### config.mk
export PLATFORM = sky130hd
export DESIGN_NAME = i2c_fifo_stat
export DESIGN_NICKNAME = d
export VERILOG_FILES = /design/src/rtl/i2cfs_pkg.sv /design/src/rtl/i2cfs_fifo.sv /design/src/rtl/i2cfs_regs.sv /design/src/rtl/i2cfs_events.sv /design/src/rtl/i2c_fifo_stat.sv
export SDC_FILE = /design/constraint.sdc
export NUM_CORES = 1
export LEC_CHECK = 0
export BUFFER_PORTS_ARGS = -buffer_cell sky130_fd_sc_hd__buf_2
export CAP_MARGIN = 15
export CORE_UTILIZATION = 51
export DETAILED_ROUTE_END_ITERATION = 10
export HOLD_SLACK_MARGIN = 0.02
export MAX_ROUTING_LAYER = met4
export PLACE_DENSITY_LB_ADDON = 0.3
export SKIP_CTS_REPAIR_TIMING = 1
export SYNTH_ARGS = -nofsm -noshare
export SYNTH_HDL_FRONTEND = slang
export SYNTH_HIERARCHICAL = 1
export SYNTH_SLANG_ARGS = --single-unit
### constraint.sdc
create_clock -name clk -period 2.62 [get_ports clk]
set_input_delay 0.262 -clock clk [delete_from_list [all_inputs] [get_ports clk]]
set_output_delay 0.262 -clock clk [all_outputs]
set_load 0.01 [all_outputs]
### src/rtl/i2cfs_pkg.sv
package i2cfs_pkg;
  // Register addresses
  localparam logic [2:0] RA_CTRL  = 3'd0;
  localparam logic [2:0] RA_STAT  = 3'd1;
  localparam logic [2:0] RA_TXD   = 3'd2;
  localparam logic [2:0] RA_RXD   = 3'd3;
  localparam logic [2:0] RA_TXOCC = 3'd4;
  localparam logic [2:0] RA_RXOCC = 3'd5;
  localparam logic [2:0] RA_RXTHR = 3'd6;

  // Status bit positions
  localparam int STB_BUSY    = 2;
  localparam int STB_TXFULL  = 4;
  localparam int STB_RXFULL  = 5;
  localparam int STB_RXEMPTY = 6;
  localparam int STB_TXEMPTY = 7;

  // Control bit positions
  localparam int CTB_EN    = 0;
  localparam int CTB_FLUSH = 1;

  localparam int CMD_W  = 10;
  localparam int BYTE_W = 8;
endpackage

### src/rtl/i2cfs_fifo.sv
// Synchronous queue; DEPTH must be a power of two.
module i2cfs_fifo #(
  parameter int W     = 8,
  parameter int DEPTH = 16,
  localparam int AW   = $clog2(DEPTH),
  localparam int CW   = AW + 1
) (
  input  logic          clk,
  input  logic          rst_n,
  input  logic          clr,
  input  logic          push,
  input  logic [W-1:0]  din,
  input  logic          pop,
  output logic [W-1:0]  dout,
  output logic [CW-1:0] cnt,
  output logic          full,
  output logic          empty
);
  logic [W-1:0]  mem [DEPTH];
  logic [AW-1:0] wp_q, wp_d, rp_q, rp_d;
  logic [CW-1:0] cnt_q, cnt_d;
  logic          do_push, do_pop;

  assign full    = (cnt_q == CW'(DEPTH));
  assign empty   = (cnt_q == '0);
  assign do_push = push & ~full & ~clr;
  assign do_pop  = pop & ~empty & ~clr;
  assign dout    = mem[rp_q];
  assign cnt     = cnt_q;

  always_comb begin
    wp_d  = wp_q;
    rp_d  = rp_q;
    cnt_d = cnt_q;
    if (clr) begin
      wp_d  = '0;
      rp_d  = '0;
      cnt_d = '0;
    end else begin
      if (do_push) wp_d = wp_q + AW'(1);
      if (do_pop)  rp_d = rp_q + AW'(1);
      cnt_d = cnt_q + CW'(do_push) - CW'(do_pop);
    end
  end

  always_ff @(posedge clk or negedge rst_n) begin
    if (!rst_n) begin
      wp_q  <= '0;
      rp_q  <= '0;
      cnt_q <= '0;
    end else begin
      wp_q  <= wp_d;
      rp_q  <= rp_d;
      cnt_q <= cnt_d;
    end
  end

  // Storage carries no reset; written only under its enable.
  always_ff @(posedge clk) begin
    if (do_push) mem[wp_q] <= din;
  end
endmodule

### src/rtl/i2cfs_regs.sv
module i2cfs_regs
  import i2cfs_pkg::*;
#(
  parameter int DEPTH = 16,
  localparam int AW   = $clog2(DEPTH),
  localparam int CW   = AW + 1
) (
  input  logic              clk,
  input  logic              rst_n,
  input  logic              reg_wr,
  input  logic              reg_rd,
  input  logic [2:0]        reg_addr,
  input  logic [CMD_W-1:0]  reg_wdata,
  output logic [7:0]        reg_rdata,
  input  logic              bus_busy,
  input  logic [CW-1:0]     tx_cnt,
  input  logic [CW-1:0]     rx_cnt,
  input  logic              tx_full,
  input  logic              tx_empty,
  input  logic              rx_full,
  input  logic              rx_empty,
  input  logic [BYTE_W-1:0] rx_head,
  output logic              dev_en,
  output logic              tx_flush,
  output logic [AW-1:0]     rx_thr,
  output logic              tx_push,
  output logic              rx_pop
);
  logic [1:0]        ctrl_q, ctrl_d;
  logic [AW-1:0]     thr_q, thr_d;
  logic [BYTE_W-1:0] last_q, last_d;
  logic [7:0]        stat;

  function automatic logic [7:0] zero_based(input logic [CW-1:0] c);
    logic [CW-1:0] m;
    m = (c == '0) ? '0 : c - CW'(1);
    return 8'(m[AW-1:0]);
  endfunction

  assign tx_push  = reg_wr & (reg_addr == RA_TXD);
  assign rx_pop   = reg_rd & (reg_addr == RA_RXD);
  assign dev_en   = ctrl_q[CTB_EN];
  assign tx_flush = ctrl_q[CTB_FLUSH];
  assign rx_thr   = thr_q;

  always_comb begin
    stat              = '0;
    stat[STB_BUSY]    = bus_busy;
    stat[STB_TXFULL]  = tx_full;
    stat[STB_RXFULL]  = rx_full;
    stat[STB_RXEMPTY] = rx_empty;
    stat[STB_TXEMPTY] = tx_empty;
  end

  always_comb begin
    ctrl_d = ctrl_q;
    thr_d  = thr_q;
    last_d = last_q;
    if (reg_wr && reg_addr == RA_CTRL)  ctrl_d = reg_wdata[1:0];
    if (reg_wr && reg_addr == RA_RXTHR) thr_d  = reg_wdata[AW-1:0];
    if (rx_pop && !rx_empty)            last_d = rx_head;
  end

  always_ff @(posedge clk or negedge rst_n) begin
    if (!rst_n) begin
      ctrl_q <= '0;
      thr_q  <= AW'(DEPTH - 1);
      last_q <= '0;
    end else begin
      ctrl_q <= ctrl_d;
      thr_q  <= thr_d;
      last_q <= last_d;
    end
  end

  always_comb begin
    case (reg_addr)
      RA_CTRL:  reg_rdata = {6'b0, ctrl_q};
      RA_STAT:  reg_rdata = stat;
      RA_RXD:   reg_rdata = rx_empty ? last_q : rx_head;
      RA_TXOCC: reg_rdata = zero_based(tx_cnt);
      RA_RXOCC: reg_rdata = zero_based(rx_cnt);
      RA_RXTHR: reg_rdata = 8'(thr_q);
      default:  reg_rdata = '0;
    endcase
  end
endmodule

### src/rtl/i2cfs_events.sv
module i2cfs_events #(
  parameter int DEPTH = 16,
  localparam int AW   = $clog2(DEPTH),
  localparam int CW   = AW + 1,
  localparam int HALF = DEPTH / 2
) (
  input  logic [CW-1:0] tx_cnt,
  input  logic [CW-1:0] rx_cnt,
  input  logic [AW-1:0] rx_thr,
  output logic          ev_tx_empty,
  output logic          ev_tx_half,
  output logic          ev_rx_thr
);
  assign ev_tx_empty = (tx_cnt == '0);
  assign ev_tx_half  = (tx_cnt <= CW'(HALF));
  assign ev_rx_thr   = (rx_cnt > CW'(rx_thr));
endmodule

### src/rtl/i2c_fifo_stat.sv
module i2c_fifo_stat
  import i2cfs_pkg::*;
#(
  parameter int DEPTH = 16,
  localparam int AW   = $clog2(DEPTH),
  localparam int CW   = AW + 1
) (
  input  logic              clk,
  input  logic              rst_n,
  input  logic              reg_wr,
  input  logic              reg_rd,
  input  logic [2:0]        reg_addr,
  input  logic [CMD_W-1:0]  reg_wdata,
  output logic [7:0]        reg_rdata,
  input  logic              bus_busy,
  output logic              dev_en,
  input  logic              tx_pop,
  output logic [CMD_W-1:0]  tx_word,
  output logic              tx_avail,
  input  logic              rx_push,
  input  logic [BYTE_W-1:0] rx_byte,
  output logic              ev_tx_empty,
  output logic              ev_tx_half,
  output logic              ev_rx_thr
);
  logic [CW-1:0]     tx_cnt, rx_cnt;
  logic              tx_full, tx_empty, rx_full, rx_empty;
  logic [BYTE_W-1:0] rx_head;
  logic              tx_flush, tx_push, rx_pop;
  logic [AW-1:0]     rx_thr;

  assign tx_avail = ~tx_empty;

  i2cfs_fifo #(.W(CMD_W), .DEPTH(DEPTH)) u_txq (
    .clk(clk), .rst_n(rst_n), .clr(tx_flush),
    .push(tx_push), .din(reg_wdata), .pop(tx_pop),
    .dout(tx_word), .cnt(tx_cnt), .full(tx_full), .empty(tx_empty)
  );

  i2cfs_fifo #(.W(BYTE_W), .DEPTH(DEPTH)) u_rxq (
    .clk(clk), .rst_n(rst_n), .clr(1'b0),
    .push(rx_push), .din(rx_byte), .pop(rx_pop),
    .dout(rx_head), .cnt(rx_cnt), .full(rx_full), .empty(rx_empty)
  );

  i2cfs_regs #(.DEPTH(DEPTH)) u_regs (
    .clk(clk), .rst_n(rst_n),
    .reg_wr(reg_wr), .reg_rd(reg_rd), .reg_addr(reg_addr),
    .reg_wdata(reg_wdata), .reg_rdata(reg_rdata), .bus_busy(bus_busy),
    .tx_cnt(tx_cnt), .rx_cnt(rx_cnt),
    .tx_full(tx_full), .tx_empty(tx_empty),
    .rx_full(rx_full), .rx_empty(rx_empty), .rx_head(rx_head),
    .dev_en(dev_en), .tx_flush(tx_flush), .rx_thr(rx_thr),
    .tx_push(tx_push), .rx_pop(rx_pop)
  );

  i2cfs_events #(.DEPTH(DEPTH)) u_ev (
    .tx_cnt(tx_cnt), .rx_cnt(rx_cnt), .rx_thr(rx_thr),
    .ev_tx_empty(ev_tx_empty), .ev_tx_half(ev_tx_half),
    .ev_rx_thr(ev_rx_thr)
  );
endmodule

Word level (Yosys, flattened, before mapping) --
Memories as Yosys holds them, arrays and structs flattened. Cells that the tools add are included.
Storage, ports and cells: register bits after elaboration 40, RAM bits 288, logic and storage cells 66, memories kept 2
Memory list:
- u_txq.mem | words 16, bits a word 10, rd ports 1, clocked after memory_dff 0, write ports 1, line i2cfs_fifo.sv:19 | logic [W-1:0] mem [DEPTH];
- u_rxq.mem | words 16, bits a word 8, rd ports 1, clocked after memory_dff 0, write ports 1, line i2cfs_fifo.sv:19
Operators by class: add/subtract/negate cells 10, $lt $le $gt $ge 2, eq/ne operators 8, muxes and demuxes 13, bitwise logic cells 13, reductions and logical operators 9
Operators by type and width (count):
- 8-bit one-hot mux with 6 select lines | 1
- 4-bit 2-to-1 mux | 6
- 4-bit by 1-bit adder with 4-bit output, second input constant | 4
- 5-bit by 1-bit adder with 5-bit output | 2
- 5-bit equality test, second input constant | 2
- 5-bit logical NOT | 2
- 5-bit by 1-bit subtractor with 5-bit output | 2
- 3-bit equality test, second input constant | 3
- 1-bit bitwise AND | 8
- 8-bit 2-to-1 mux | 1
- 4-bit by 1-bit subtractor with 4-bit output, second input constant | 2
- 3-bit by 2-bit equality test with 1-bit output, second input constant | 2
- 5-bit by 4-bit > comparator with 1-bit output | 1
- 5-bit by 4-bit <= comparator with 1-bit output, second input constant | 1
- 5-bit 2-to-1 mux | 1
- 1-bit NOT | 5
- 1-bit 2-to-1 mux | 4
- 2-bit nonzero test | 2
- 3-bit by 1-bit equality test with 1-bit output, second input constant | 1
- 1-bit logical AND | 3
- 3-bit logical NOT | 1
- 1-bit logical NOT | 1

Depth between registers and ports, before layout --
Gate-level depths: netlist of the first run.
depth in word-level cells 7, gate-level depth with buffers 15, depth with buffers taken out 14

Modules after synthesis --
Netlist of the first run, hierarchy kept.
By module, submodules not included:
- i2cfs_fifo at u_txq | times used 1, cells each 355, area an instance 7004.2 um^2, sequential area each 5129.9 um^2
- i2cfs_fifo at u_rxq | times used 1, cells each 307, area an instance 5808.1 um^2, sequential area each 4169.0 um^2
- i2cfs_regs | times used 1, cells each 96, area an instance 1052.3 um^2, sequential area each 355.3 um^2
- i2cfs_events | times used 1, cells each 18, area an instance 125.1 um^2, sequential area each 0.0 um^2
- i2c_fifo_stat | times used 1, cells each 2, area an instance 7.5 um^2, sequential area each 0.0 um^2

Worst setup path before layout of the first run --
Ideal clock, no wire load.
path kind input -> register, start point input reg_addr[1], end point memory u_txq/mem[1][0] (netlist bit) (enable), library setup time 404 ps, data arrival time 2527 ps, slack -311 ps, cell stages on the path 7, path buffers 2, cell sequence buf_6 > buf_2 > inv_1 > nor4b_1 > nor2b_1 > nand2_1 > nor4_1
On the way: word-level cells in the longest chain between the ends 6
RTL lines:
- from (decl) | line i2c_fifo_stat.sv:12 | input logic [2:0] reg_addr,
- 3-bit by 2-bit equality test with 1-bit output | line i2cfs_regs.sv:40 | assign tx_push = reg_wr & (reg_addr == RA_TXD);
- 1-bit bitwise AND | line i2cfs_regs.sv:40
- via tx_push | line i2c_fifo_stat.sv:29 | logic tx_flush, tx_push, rx_pop;
- 1-bit bitwise AND (2 in a row) | line i2cfs_fifo.sv:26 | assign do_push = push & ~full & ~clr;
- 1-bit 2-to-1 mux | line i2cfs_fifo.sv:60 | if (do_push) mem[wp_q] <= din;
- 1-bit 2-to-1 mux (implied by the code) | line i2cfs_fifo.sv:60
- to (decl) | line i2cfs_fifo.sv:19
The timed path passes the listed nets, and every way through them passes these cells.

Worst setup path in the final report of the first run --
start point register u_rxq.rp_q[0], end point output reg_rdata[3]
On the way: word-level cells in the longest chain between the ends 3
RTL lines:
- from (decl) | line i2cfs_fifo.sv:20 | logic [AW-1:0] wp_q, wp_d, rp_q, rp_d;
- from (signal assigned) | line i2cfs_fifo.sv:53 | rp_q <= rp_d;
- memory 16 x 8 bit
- via rx_head[3] | line i2c_fifo_stat.sv:28 | logic [BYTE_W-1:0] rx_head;
- 8-bit 2-to-1 mux | line i2cfs_regs.sv:80 | RA_RXD: reg_rdata = rx_empty ? last_q : rx_head;
- 8-bit one-hot mux with 6 select lines | line i2cfs_regs.sv:77 | case (reg_addr)
- to (decl) | line i2c_fifo_stat.sv:14 | output logic [7:0] reg_rdata,
The timed path passes the listed nets, and every way through them passes these cells.

==> metrics.md, run 1 <==
| Metric | Value |
|---|---|
| Worst path bufs/invs | 2 |
| TritonRoute pass-1 iters | 4 |
| CP max stage delay | approximately 0.57 ns |
| Async S/R FF share, synth | 12.20% |
| Final setup fails | 9 |
| GR Util met1 | 29.85% |
| Final HPWL DP | around 18000 µm |
| Area contributors post-synth | edfxtp_1 62%, mux4_2 7.1%, dfrtp_1 6.4% |
| First-pass GRT wire length | roughly 43000 µm |
| Critical path type | flip-flop to output port |
| Register area share after synthesis | 68.97% |
| Crit path max-delay cell type | mux4_1 |
| Hold depth | 3 |
| Crit-path cells | buf_12, mux4_1, a22oi_2, nand2_2, mux2i_4, o22a_1, o221ai_1, buf_2 |
| Std-Cell Rows | 60 |
| EDFF count, synth | around 290 |
| Clock sinks | between 300 and 400 |
| Hold worst-path end | u_txq/rp_q[1]$_DFFE_PN0P_ |
| Critical path fanouts, max | 12 |
| Detail Route Antenna Nets | 0 |
| Fill cell count | ~1900 |
| Flop2flop setup slack | -0.07 ns |
| Largest net degree at the start of global routing | between 40 and 50 |
| Most common flop cell mapped by yosys | edfxtp_1 |
| Yosys top cell by area | edfxtp_1 |
| Min Tclk post-route | ~3.0 ns |
| Max-slew headroom | 47.02% |
| DIE HEIGHT | between 150 and 200 µm |
| Period utilization | 114.1% |
| Crit Reg-Reg Endpoint | u_txq/cnt[4]$_DFF_PN0_ |
| Ratio of cells with drive above 1 in the final layout | about a third |
| Layout net count | 989 |
| Die width | between 150 and 200 µm |
| Final slew viol count | 0 |
| Most frequent cells after synthesis | 288 x edfxtp_1, 44 x mux4_2, 42 x inv_1 |
| PortBufs | 50 |
| Most used routing layer | met2 |
| IO Pins | 51 |
| Inserted Clock Buffers | 34 |
| First DRT Iteration DRCs | approximately 500 |
| CTS root buf | clkbuf_16 |
| DP Worst Slack | -0.1036 ns |
| Fin cells | approximately 1300 |
| Critical Path RT | between 2 and 2.5 ns |
| Max Fclk | ~330 MHz |
| Worst-Margin Slew | approximately 0.79 ns |
| Max-cap violations | 0 |
| Peak supply drop | around 0.57 mV |
| Clock Pin Slew Worst Setup and Hold Paths | around 0.07 ns |
| Post-route DRC | 0 |
| CTS tree | done |
| Met3 Track Usage GR | 2.883% |
| Critical R2R Launch | u_txq/cnt[3]$_DFF_PN0_ |
| Share of the synthesized area in the top cell type | roughly three fifths |
| CORE AREA | 26950 µm² |
| Number of global-route vias before repair | 7478 |
| CP arrival | 2.73 ns |
| Avg Vias per Cell | 5.773 |
| Bufs on Longest Clock Path | 3 |
| Initial Util | 51.94% |
| Hold path start | tx_pop |
| RePlAce Congestion | about 0.86 |
| Wire per inst | roughly 22 µm |
| Final Hold Violating Endpoints | 0 |
| Worst-Skew Late Latency | ~0.52 ns |
| CP delay by family, top | multiplexers |
| Hold WC Path Type | primary input to flip-flop |
| Synth cell types | 57 |
| Initial antenna violation count | 0 |
| Syn Area/Cell | between 15 and 20 µm² |
| Seq cells post-synth | 328 |
| Gr ovfl total | 0 |
| Status | finished, violations left |
| Clock skew | between 0.015 and 0.02 ns |
| P&R area growth vs syn | 18.63% |
| Most common cell in the netlist | edfxtp_1 |
| Violated checks | negative setup slack |
| PnR worst setup slack | -0.3692 ns |
| CTS H-tree depth | 2 |
| Cells after Synth | 778 |
| Die outline area | about 28000 µm² |
| Placed insts | about 1200 |
| GRT Overall Usage | 20.88% |
| Synthesized area | 14000 µm² |
| P per Cell Area | around 850 nW/µm² |
| Final WL | roughly 28000 µm |
| Ant. Diodes | 0 |
| Crit path launch type | flip-flop |
| Leak | between 5 and 6 nW |
| CP endpoint kind | output port |
| R2R depth | 14 |
| Vias | between 7000 and 8000 |
| Unrepaired setup endpoints after global routing | true |
| Synth Warn # | 6 |
| Met2 Usage GRT | about a third |
-- state kept, by name (all words and copies together) (netlist names) --
| signal | count |
|---|---|
| u_rxq/cnt | 5 |
| u_rxq/rp_q | 4 |
| u_txq/rp_q | 4 |
| u_txq/mem | 160 |
| u_txq/wp_q | 4 |
| u_rxq/wp_q | 4 |
| u_rxq/mem | 128 |
| u_regs/rx_thr | 4 |
| u_regs/last_q | 8 |
| u_regs/ctrl_q | 2 |
| u_txq/cnt | 5 |
-- how the worst max path moves through the flow --
stage / start / endpoint / slack (ns) / cells after the start
3_3_place_gp: u_rxq/cnt[3]$_DFF_PN0_ / u_rxq/cnt[4]$_DFF_PN0_ / -0.02 / 14
6_report: u_rxq/rp_q[0]$_DFFE_PN0P_ / reg_rdata[3] / -0.37 / 8
3_5_place_dp: u_txq/cnt[3]$_DFF_PN0_ / u_txq/cnt[4]$_DFF_PN0_ / -0.10 / 14
2_1_floorplan: u_txq/cnt[3]$_DFF_PN0_ / u_txq/cnt[4]$_DFF_PN0_ / -0.08 / 14
4_1_cts: u_rxq/rp_q[0]$_DFFE_PN0P_ / reg_rdata[3] / -0.54 / 8
5_1_grt: u_rxq/rp_q[0]$_DFFE_PN0P_ / reg_rdata[0] / -0.50 / 8
-- routing by layer --
| layer | routed length, µm | up-vias |
|---|---|---|
| met5 | 0 | - |
| met4 | 408 | 0 |
| met3 | 1382 | 35 |
| met2 | 13680 | 201 |
| met1 | 12790 | 3854 |
| li1 | - | 3380 |
-- cell families (layout without fill, tap and decap cells) --
group,Yosys count,after routing,synth area share [%]
AOI/OAI and AO/OA,70,70,3.585
xor gates and xnor gates,19,19,1.189
adders and majority gates,30,30,2.789
buffers and inverters,80,250,3.021
DFF,328,328,68.97
muxes,93,93,14.20
other,1,6,0.02679
and+or+nand+nor,157,157,6.222
-- area by class of cell --
| class | instances | area [µm²] | share of cell area, % |
|---|---|---|---|
| Multi-Input combinational cell | 375 | 4165 | 25.08 |
| Tap cell | 341 | 426.7 | 2.570 |
| Sequential cell | 328 | 9659 | 58.17 |
| Timing Repair Buffer | 150 | 1140 | 6.865 |
| Clock buffer | 41 | 898.4 | 5.410 |
| Clock inverter | 17 | 153.9 | 0.9268 |
| Inverter | 42 | 161.4 | 0.9720 |
-- cell usage in the layout (no fill, tap or decap), drive strengths merged, types with 13 or more instances in the layout --
cell type  netlist  final
clkbuf          16     42
ha              28     28
nand3           18     18
nor2            32     32
inv             42     44
buf             22    148
nor2b           13     13
mux2            16     16
and2            19     19
nand2           31     31
mux4            72     72
xor2            14     14
a22oi           36     36
edfxtp         288    288
dfrtp           36     36
-- worst reg2reg max path, stage by stage (launching register included) --
cell,delay (ns)
dfrtp_1,0.39
inv_2,0.09
ha_4,0.13
or4b_4,0.47
nand2_4,0.08
nor2_2,0.03
ha_1,0.26
inv_1,0.06
ha_2,0.18
inv_2,0.04
fa_2,0.34
nor2b_2,0.14
o21bai_1,0.10
a21oi_1,0.21
nor3b_2,0.07
-- power by group --
part           switching, mW  total (mW)  internal [mW]
clock network           1.90        4.56           2.66
logic                   1.61        3.44           1.83
registers              0.138        6.04           5.90
total                   3.65        14.0           10.4
-- through the flow --
step / util (%) / hold slack [ns] / total power, mW / instance area (µm²) / TNS, ns
floorplan: - / -0.03359 / 8.213 / 14080 / -2.334
global placement: 56.21 / 0.3754 / 9.148 / 15150 / -0.01693
detailed placement: 56.21 / 0.3770 / 9.207 / 15150 / -0.1869
CTS: 60.11 / -0.1505 / 13.75 / 16200 / -4.231
global route: 61.61 / 0.05291 / 14.60 / 16600 / -3.544
finish: 61.61 / 0.04610 / 14.04 / 16600 / -2.444
No activity file was read; power rests on OpenSTA's default activity.
==> inputs of run 2 (changes only) <==
--- a/constraint.sdc
+++ b/constraint.sdc
@@ -3,2 +3,2 @@
 set_output_delay 0.262 -clock clk [all_outputs]
-set_load 0.01 [all_outputs]
+set_load 0.005 [all_outputs]
==> run 2 against run 1 <==
The flow still finishes with violations (negative setup slack). Count of clock-buffer cells in the layout unchanged. Register-to-register slack got worse by 0.02 ns. Combinational power increased by 1%. Final cell count decreased by 0.15%. Maximum frequency increased by 1.1%. Routed wire length increased by 2.6%. Clock skew decreased by 0.0056 ns. Die area unchanged. Largest cell class unchanged.
==> metrics.md, run 2 (same netlist as run 1, synthesis figures left out) <==
| Metric | Value |
|---|---|
| Status | finished, violations left |
| Violated checks | negative setup slack |
| Number of global-route vias before repair | 7446 (-0.43%) |
| Detail Route Antenna Nets | 0 (unchanged) |
| Die width | 167.7 µm (unchanged) |
| GRT Overall Usage | 21.57% (+0.69 points) |
| CTS root buf | clkbuf_16 |
| P per Cell Area | 856.5 nW/µm² (+1.3%) |
| TritonRoute pass-1 iters | 5 (+1) |
| Top Registers | u_txq/mem: 160 flops, u_rxq/mem: 128 flops, u_regs/last_q: 8 flops |
| CTS H-tree depth | 2 (unchanged) |
| IO Pins | 51 (unchanged) |
| CP max stage delay | 0.51 ns (-0.06 ns) |
| PnR worst setup slack | -0.3354 ns (+0.03385 ns) |
| Initial Util | 51.94% (unchanged) |
| Crit path max-delay cell type | mux4_2 |
| Commonest non-fill, non-tap cell in the layout | edfxtp_1 |
| P&R area growth vs syn | 19.52% |
| Critical Path RT | 2.36 ns (about the same) |
| Ratio of cells with drive above 1 in the final layout | 34.49% (+0.072 points) |
| Fill cell count | 1906 (-1.5%) |
| Worst-Margin Slew | 0.9130 ns (+0.1184 ns) |
| Worst-Skew Late Latency | 0.51 ns (about the same) |
| Clock sinks | 328 (unchanged) |
| Inserted Clock Buffers | 34 (unchanged) |
| Max reg flops | 160 (unchanged) |
| Unrepaired setup endpoints after global routing | true |
| Largest net degree at the start of global routing | 42 (-4.5%) |
| Final Hold Violating Endpoints | 0 (unchanged) |
| Max-slew headroom | 39.13% (-7.9 points) |
| Min Tclk post-route | 2.955 ns (-0.03385 ns) |
| Critical path fanouts, max | 10 (-2) |
| Final HPWL DP | 17830 µm (-1.1%) |
| Bufs on Longest Clock Path | 3 (unchanged) |
| Wire per inst | 22.45 µm (+2.8%) |
| CP delay by family, top | multiplexers |
| Final WL | 29010 µm (+2.6%) |
| Layout net count | 984 (-0.51%) |
| Initial antenna violation count | 0 (unchanged) |
| Ant. Diodes | 0 (unchanged) |
| Total power after layout | 14.33 mW (+2.0%) |
| Max-cap violations | 0 (unchanged) |
| Most flops, register | u_txq/mem |
| Worst path bufs/invs | 3 (+1) |
| PortBufs | 50 (unchanged) |
| Clock Pin Slew Worst Setup and Hold Paths | 0.06 ns (about the same) |
| CP arrival | 2.69 ns (-0.04 ns) |
| DIE HEIGHT | 167.7 µm (unchanged) |
| Crit-path cells | buf_12, buf_4, mux4_2, a22oi_1, nand2_1, mux2i_1, a211oi_1, buf_2 |
| Critical path type | flip-flop to output port |
| Clock skew | 0.01150 ns (-0.005584 ns) |
| Final slew viol count | 0 (unchanged) |
| Peak supply drop | 0.5742 mV (+0.61%) |
| Gr ovfl total | 0 (unchanged) |
| DP Worst Slack | -0.06912 ns (+0.03448 ns) |
| Die outline area | 28110 µm² (unchanged) |
| CTS tree | done |
| CP endpoint kind | output port |
| CORE AREA | 26950 µm² (unchanged) |
| Hold WC Path Type | primary input to flip-flop |
| Final setup fails | 9 (unchanged) |
| First DRT Iteration DRCs | 587 (+15%) |
| Post-route DRC | 0 (unchanged) |
| Period utilization | 112.8% (-1.3 points) |
| Crit path launch type | flip-flop |
| Leak | 5.914 nW (+0.26%) |
| Avg Vias per Cell | 5.833 (+1.0%) |
| RePlAce Congestion | 0.8532 (-0.51%) |
| Std-Cell Rows | 60 (unchanged) |
| First-pass GRT wire length | 43990 µm (+2.9%) |
| Max Fclk | 338.4 MHz (+1.1%) |
| Most frequent cells in the layout | 288 x edfxtp_1, 79 x buf_4, 50 x buf_2 |
| Vias | 7536 (+0.88%) |
run 2: cell type report:
cell class | count | area (µm²) | share of cell area (%)
inverter | 42 | 161.4 | 0.9648
clock buffer | 41 | 908.4 | 5.430
sequential | 328 | 9657 | 57.72
timing repair buffer | 145 | 1117 | 6.679
clock inverter | 20 | 221.5 | 1.324
tap | 341 | 426.7 | 2.550
multi-input combinational | 375 | 4238 | 25.33
run 2: worst paths after layout:
kind / from / endpoint / slack, ns / depth (start not counted)
max in group asynchronous: rst_n / u_txq/rp_q[0]$_DFFE_PN0P_ / 1.56 / 2
min in group asynchronous: rst_n / u_rxq/cnt[4]$_DFF_PN0_ / 0.42 / 2
worst min-delay path: tx_pop / u_txq/rp_q[1]$_DFFE_PN0P_ / 0.06 / 3
worst max register to register: u_txq/cnt[3]$_DFF_PN0_ / u_txq/cnt[4]$_DFF_PN0_ / -0.09 / 14
worst max-delay path: u_rxq/rp_q[0]$_DFFE_PN0P_ / reg_rdata[4] / -0.34 / 8
worst min register to register: u_regs/last_q[1]$_DFFE_PN0P_ / u_regs/last_q[1]$_DFFE_PN0P_ / 0.51 / 1
run 2: through the flow:
step                instances   TNS, ns  hold WS, ns  util (%)  instance area (µm²)
floorplan                 783    -2.334     -0.03359         -                14080
global placement         1205  -0.01786       0.4666     56.12                15130
detailed placement       1205   -0.1286       0.4626     56.12                15130
CTS                      1266    -4.141     -0.08480     60.32                16260
global route             1292    -3.375      0.06074     62.08                16730
finish                   1292    -2.433      0.05660     62.08                16730
run 2: where the power goes:
group	switching, mW	internal, mW
registers	0.136	5.90
clock network	1.94	2.88
logic	1.60	1.88
run 2: worst min-delay path, stage by stage:
cell and delay [ns]:
buf_2 0.14, nand3_1 0.07, a21oi_1 0.05
run 2: metal layers:
metal	up-vias	wire, µm	global-route usage (%)
li1	3382	-	-
met1	3880	13300	32.17
met2	241	13500	31.81
met3	33	1748	2.907
met4	0	450	5.026
met5	-	0	-
